File: src/rtl/mdio_pkg.sv
package mdio_pkg;
    localparam int FRAME_BITS = 64;
    localparam int LAST_PRE   = 31;
    localparam int LAST_HDR   = 45;
    localparam int LAST_TURN  = 47;
    localparam int LAST_DATA  = FRAME_BITS - 1;
    localparam int IDX_W      = $clog2(FRAME_BITS);

    typedef enum logic [2:0] {
        ST_IDLE,
        ST_PRE,
        ST_HDR,
        ST_TURN,
        ST_DATA
    } seq_state_t;
endpackage

File: src/rtl/mdio_mdc_gen.sv
module mdio_mdc_gen #(
    parameter int HALF_DIV = 4
) (
    input  logic clk,
    input  logic rst_n,
    input  logic run,
    output logic mdc,
    output logic rise_evt,
    output logic fall_evt
);
    localparam int CW = (HALF_DIV > 1) ? $clog2(HALF_DIV) : 1;

    logic [CW-1:0] cnt;
    logic          wrap;

    assign wrap     = run && (cnt == CW'(HALF_DIV - 1));
    assign rise_evt = wrap && !mdc;
    assign fall_evt = wrap && mdc;

    always_ff @(posedge clk) begin
        if (!rst_n || !run) begin
            cnt <= '0;
            mdc <= 1'b0;
        end else if (wrap) begin
            cnt <= '0;
            mdc <= ~mdc;
        end else begin
            cnt <= cnt + 1'b1;
        end
    end
endmodule

File: src/rtl/mdio_frame_seq.sv
module mdio_frame_seq
    import mdio_pkg::*;
(
    input  logic        clk,
    input  logic        rst_n,
    input  logic        start,
    input  logic        is_write,
    input  logic [4:0]  phy,
    input  logic [4:0]  regn,
    input  logic [15:0] tx_word,
    input  logic        rise_evt,
    input  logic        fall_evt,
    input  logic        mdio_i,
    output logic        busy,
    output logic        finish,
    output logic        mdio_o,
    output logic        mdio_oe,
    output logic [15:0] rx_word
);
    seq_state_t            state, state_nx;
    logic [FRAME_BITS-1:0] tx_sh;
    logic [IDX_W-1:0]      bit_idx;
    logic                  wr_op;

    // state register
    always_ff @(posedge clk) begin
        if (!rst_n) state <= ST_IDLE;
        else        state <= state_nx;
    end

    // transitions
    always_comb begin
        state_nx = state;
        unique case (state)
            ST_IDLE: if (start) state_nx = ST_PRE;
            ST_PRE:  if (fall_evt && bit_idx == IDX_W'(LAST_PRE))  state_nx = ST_HDR;
            ST_HDR:  if (fall_evt && bit_idx == IDX_W'(LAST_HDR))  state_nx = ST_TURN;
            ST_TURN: if (fall_evt && bit_idx == IDX_W'(LAST_TURN)) state_nx = ST_DATA;
            ST_DATA: if (fall_evt && bit_idx == IDX_W'(LAST_DATA)) state_nx = ST_IDLE;
            default: state_nx = ST_IDLE;
        endcase
    end

    // datapath: frame shifter, bit counter, read capture
    always_ff @(posedge clk) begin
        if (!rst_n) begin
            tx_sh   <= '1;
            bit_idx <= '0;
            wr_op   <= 1'b0;
            rx_word <= '0;
        end else if (state == ST_IDLE) begin
            if (start) begin
                tx_sh   <= {32'hFFFF_FFFF, 2'b01,
                            is_write ? 2'b01 : 2'b10, phy, regn,
                            is_write ? {2'b10, tx_word} : 18'h3FFFF};
                bit_idx <= '0;
                wr_op   <= is_write;
            end
        end else begin
            if (fall_evt) begin
                tx_sh   <= {tx_sh[FRAME_BITS-2:0], 1'b1};
                bit_idx <= bit_idx + 1'b1;
            end
            if (rise_evt && state == ST_DATA && !wr_op)
                rx_word <= {rx_word[14:0], mdio_i};
        end
    end

    // outputs
    always_comb begin
        busy    = (state != ST_IDLE);
        finish  = (state == ST_DATA) && fall_evt && (bit_idx == IDX_W'(LAST_DATA));
        unique case (state)
            ST_PRE, ST_HDR:   mdio_oe = 1'b1;
            ST_TURN, ST_DATA: mdio_oe = wr_op;
            default:          mdio_oe = 1'b0;
        endcase
        mdio_o = mdio_oe ? tx_sh[FRAME_BITS-1] : 1'b1;
    end
endmodule

File: src/rtl/mdio_cmd_engine.sv
module mdio_cmd_engine #(
    parameter int HALF_DIV = 4
) (
    input  logic        clk,
    input  logic        rst_n,
    input  logic        ctl_wr,
    input  logic        dat_wr,
    input  logic [15:0] wdata,
    output logic [15:0] ctl_rdata,
    output logic [15:0] dat_rdata,
    output logic        mdc,
    output logic        mdio_o,
    output logic        mdio_oe,
    input  logic        mdio_i
);
    logic        done_q, op_w_q;
    logic [4:0]  phy_q, reg_q;
    logic [15:0] data_q, rx_word;
    logic        accept, busy, finish, rise_evt, fall_evt;

    assign accept = ctl_wr && done_q;

    always_ff @(posedge clk) begin
        if (!rst_n) begin
            done_q <= 1'b1;
            op_w_q <= 1'b0;
            phy_q  <= '0;
            reg_q  <= '0;
            data_q <= '0;
        end else begin
            if (accept) begin
                done_q <= 1'b0;
                op_w_q <= wdata[13];
                phy_q  <= wdata[12:8];
                reg_q  <= wdata[4:0];
            end else if (finish) begin
                done_q <= 1'b1;
                if (!op_w_q) data_q <= rx_word;
            end
            if (dat_wr && done_q) data_q <= wdata;
        end
    end

    assign ctl_rdata = {1'b0, done_q, op_w_q, phy_q, 3'b000, reg_q};
    assign dat_rdata = data_q;

    mdio_mdc_gen #(.HALF_DIV(HALF_DIV)) u_mdc (
        .clk      (clk),
        .rst_n    (rst_n),
        .run      (busy),
        .mdc      (mdc),
        .rise_evt (rise_evt),
        .fall_evt (fall_evt)
    );

    mdio_frame_seq u_seq (
        .clk      (clk),
        .rst_n    (rst_n),
        .start    (accept),
        .is_write (wdata[13]),
        .phy      (wdata[12:8]),
        .regn     (wdata[4:0]),
        .tx_word  (data_q),
        .rise_evt (rise_evt),
        .fall_evt (fall_evt),
        .mdio_i   (mdio_i),
        .busy     (busy),
        .finish   (finish),
        .mdio_o   (mdio_o),
        .mdio_oe  (mdio_oe),
        .rx_word  (rx_word)
    );
endmodule

File: config.mk
export PLATFORM = sky130hd
export DESIGN_NAME = mdio_cmd_engine
export DESIGN_NICKNAME = d
export VERILOG_FILES = /design/src/rtl/mdio_pkg.sv /design/src/rtl/mdio_mdc_gen.sv /design/src/rtl/mdio_frame_seq.sv /design/src/rtl/mdio_cmd_engine.sv
export SDC_FILE = /design/constraint.sdc
export NUM_CORES = 1
export LEC_CHECK = 0
export BUFFER_PORTS_ARGS = -buffer_cell sky130_fd_sc_hd__buf_2
export CAP_MARGIN = 10
export CORE_MARGIN = 2
export CORE_UTILIZATION = 35
export CTS_BUF_LIST = sky130_fd_sc_hd__clkbuf_16
export DETAILED_ROUTE_END_ITERATION = 16
export GPL_TIMING_DRIVEN = 0
export PLACE_DENSITY = 0.55
export SLEW_MARGIN = 20
export SYNTH_ARGS = -nofsm -noshare
export SYNTH_HDL_FRONTEND = slang
export SYNTH_SLANG_ARGS = --single-unit
File: constraint.sdc
create_clock -name clk -period 2.78 [get_ports clk]
set_clock_uncertainty 0.1 [all_clocks]
set_input_delay 0.417 -clock clk [delete_from_list [all_inputs] [get_ports clk]]
set_output_delay 0.417 -clock clk [all_outputs]
set_load 0.02 [all_outputs]
==> out/metrics.csv <==
stage,metric,value,unit
cts,cts_made_buffers,17,
timing,finalCritPeriodShare,86.8,%
synth,synth_top_area_share,48.9,%
finish,antenna_cells,0,
floorplanning,dieArea,0.0151,mm²
synth,synthTopCellsByArea,"dfxtp_1 49%, nand2_1 7.3%, o21ai_0 5.2%",
power,leakagePower,2.43,nW
synth,avgSynthCellArea,8.40,µm²
synth,syn_area,0.00496,mm²
timing,setup_ws,0.367,ns
timing,slew_violations,0,
grt,antenna_found_initial,0,
flow_run,drv_cap,0,
floorplanning,io_pins,56,
critical_path,cp_data_required_time,3.03,ns
synth,synth-edff-count,0,
cts,hold_buffers,0,
finish,final_area,0.00608,mm²
critical_path,worstSetupEndpointType,flip-flop,
placement,hpwlAfterDp,9.06,mm
cts,postCtsSetupBuffers,0,
synth,syn_inst,590,
timing,tightest_slew,0.644,ns
critical_path,critPathSlowestCell,clkbuf_1,
grt,grt_pass1_vias,4107,
placement,place_area,0.00544,mm²
cts,cts-root-buf,clkbuf_16,
synth,synth_ff_type,dfxtp_1,
power,ir_worst_vdd,0.452,mV
floorplanning,rows,43,
finish,nFillCells,1417,
timing,fmax,414,MHz
synth,synthDistinctLibCells,49,
cts,clk_latency,0.41,ns
finish,area_delta_synth_final,22.6,%
routing,wl,12.4,mm
timing,slew_headroom,56.5,%
cts,cts_resized,0,
finish,finalNonFillerCells,855,
placement,gp_congestion,0.807,
critical_path,cp-startpoint,u_seq.state[0],
cts,ctsLongestPathBuffers,2,
critical_path,path_class,reg2reg,
cts,cts_sinks,121,
critical_path,r2r-start,u_seq.state[0],
routing,post-route-drc-count,0,
floorplanning,dieWidth,123,µm
floorplanning,start_util,35.7,%
placement,pre_cts_ws,0.378,ns
critical_path,path_common_cell,clkbuf_1,
placement,dpl.cell_count,823,
grt,grt_pass1_wl,20.4,mm
routing,first_pass_iters,4,
synth,async_reset_ff_share,0,%
synth,synth-warning-count,0,
grt,grt_overflow,0,
routing,wl_per_cell,14.5,µm
power,power_density,751,mW/mm²
timing,setup_viol,0,
synth,yosysSeqAreaShare,48.9,%
synth,ys_ff_latch,121,
finish,regArea,0.00242,mm²
critical_path,crit_fanout,10,
status,outcome,"finished, final reports clean",
timing,grt_setup_unrepaired,no,
cts,clk_pin_slew,0.06,ns
critical_path,timing.critical_path.buf_inv,4,
floorplanning,dieHeight,123,µm
grt,grt_max_degree,17,
critical_path,cp_top_family,buffers and inverters,
critical_path,cp_data_arrival_time,2.66,ns
min_path,hp-class,in2reg,
min_path,worstHoldPathCells,3,
critical_path,worst-r2r-cell-count,8,
routing,drt_iter0_drc,259,
routing,avgViaCountPerCell,5.09,
cts,htreeDepth,4,
critical_path,crit_chain,buf_6 > or3_1 > clkbuf_1 > o21ai_1 > clkbuf_1 > buf_2 > o211ai_1 > nand3_1,
finish,layout-drive-gt1-share,14.7,%
critical_path,crit_cells,8,
timing,period_needed,2.41,ns
finish,multi_input_area,0.00219,mm²
cts,tritoncts,yes,
critical_path,start_kind,flip-flop,
placement,io_buffers,50,
grt,track_usage,17.6,%
timing,finalHoldViolCount,0,
critical_path,cp_slowest_stage_delay,0.39,ns
timing,setup_tns,0,ns
min_path,holdCritStartpoint,mdio_i,
routing,dr_total_vias,4351,
finish,fin_nets,686,
routing,ant_nets,0,
floorplanning,design.core.area,0.0139,mm²
synth,yosys.area.top_type,dfxtp_1,
layout by cell type (no fill, tap or decap), types with 17 or more instances in the layout:
master,synthesis,final
buf_2,6,56
dfxtp_1,121,121
o22ai_1,34,34
clkbuf_1,38,38
o21ai_0,51,51
clkbuf_16,0,17
a21oi_1,20,20
nand2_1,97,97
or3_1,18,18
inv_1,19,21
nand3_1,19,19
nor2_1,39,39
final timing paths:
path,to,slack [ns]
setup / recovery,u_seq.tx_sh[12],0.37
hold / removal,u_seq.rx_word[0],0.14
setup reg to reg,u_seq.tx_sh[12],0.37
hold reg to reg,u_mdc.cnt[0],0.34
registers in the layout (all words and copies together) (netlist names), 2 cells and up:
| name | count |
|---|---|
| u_seq.rx_word | 16 |
| reg_q | 5 |
| u_mdc.cnt | 2 |
| phy_q | 5 |
| u_seq.state | 3 |
| u_seq.bit_idx | 6 |
| u_seq.tx_sh | 64 |
| dat_rdata | 16 |
cells in the mapped netlist, types with 2 or more instances:
master     count
a211oi_1       2
nand2b_1       2
nor3_1         3
nand3_1       19
nand2_1       97
buf_6          3
buf_2          6
o311ai_0       2
buf_1          2
o2111ai_1      2
or4_1          2
nand3b_1      15
a21oi_1       20
o21ai_0       51
o211ai_1      15
xnor2_1        2
dfxtp_1      121
a31oi_1       16
nor2_1        39
or3_1         18
and3_1        11
buf_4          6
nor3b_1        4
o22ai_1       34
inv_1         19
ha_1           3
mux2i_1       16
o31ai_1        2
clkbuf_1      38
metal layers:
layer	wire, µm	up-vias	track usage (%)
li1	-	2213	-
met1	5750	2036	22.0
met2	5760	89	27.2
met3	626	13	5.63
met4	252	0	8.66
met5	0	-	0
final cells by class:
cell class / count / area share, %
sequential: 121 / 39.9
multi-input combinational: 396 / 36.1
clock buffer: 17 / 7.00
buffer: 57 / 4.59
timing repair buffer: 50 / 4.12
tap: 180 / 3.71
clock inverter: 15 / 3.42
inverter: 19 / 1.17
cell families (layout without fill, tap and decap cells):
group / count (synthesis) / after routing / share of synthesized area (%)
buffers and inverters: 76 / 158 / 7.07
AO/OA/AOI/OAI: 150 / 150 / 18.1
other: 1 / 4 / 0.0757
AND/OR/NAND/NOR: 220 / 220 / 21.4
flip-flops: 121 / 121 / 48.9
XOR/XNOR: 3 / 3 / 0.530
adder cells (fa/ha/maj): 3 / 3 / 0.757
multiplexers: 16 / 16 / 3.23
worst reg2reg max path: stages, from the launching register on:
cell,delay [ns]
dfxtp_1,0.31
buf_6,0.13
or3_1,0.35
clkbuf_1,0.23
o21ai_1,0.29
clkbuf_1,0.39
buf_2,0.32
o211ai_1,0.13
nand3_1,0.10
power by group:
part	switching, W	internal, W
combinational	0.000241	0.000129
clock	0.000774	0.00157
sequential	0.0000415	0.00180
through the flow:
stage	util, %	hold slack (ns)	power [W]
4_1_cts	43.8	0.122	0.00461
3_3_place_gp	39.2	0.317	0.00224
6_report	43.8	0.136	0.00456
3_5_place_dp	39.2	0.338	0.00225
5_1_grt	43.8	0.148	0.00474
2_1_floorplan	-	0.307	0.00212
(Power assumes the default switching activity.)
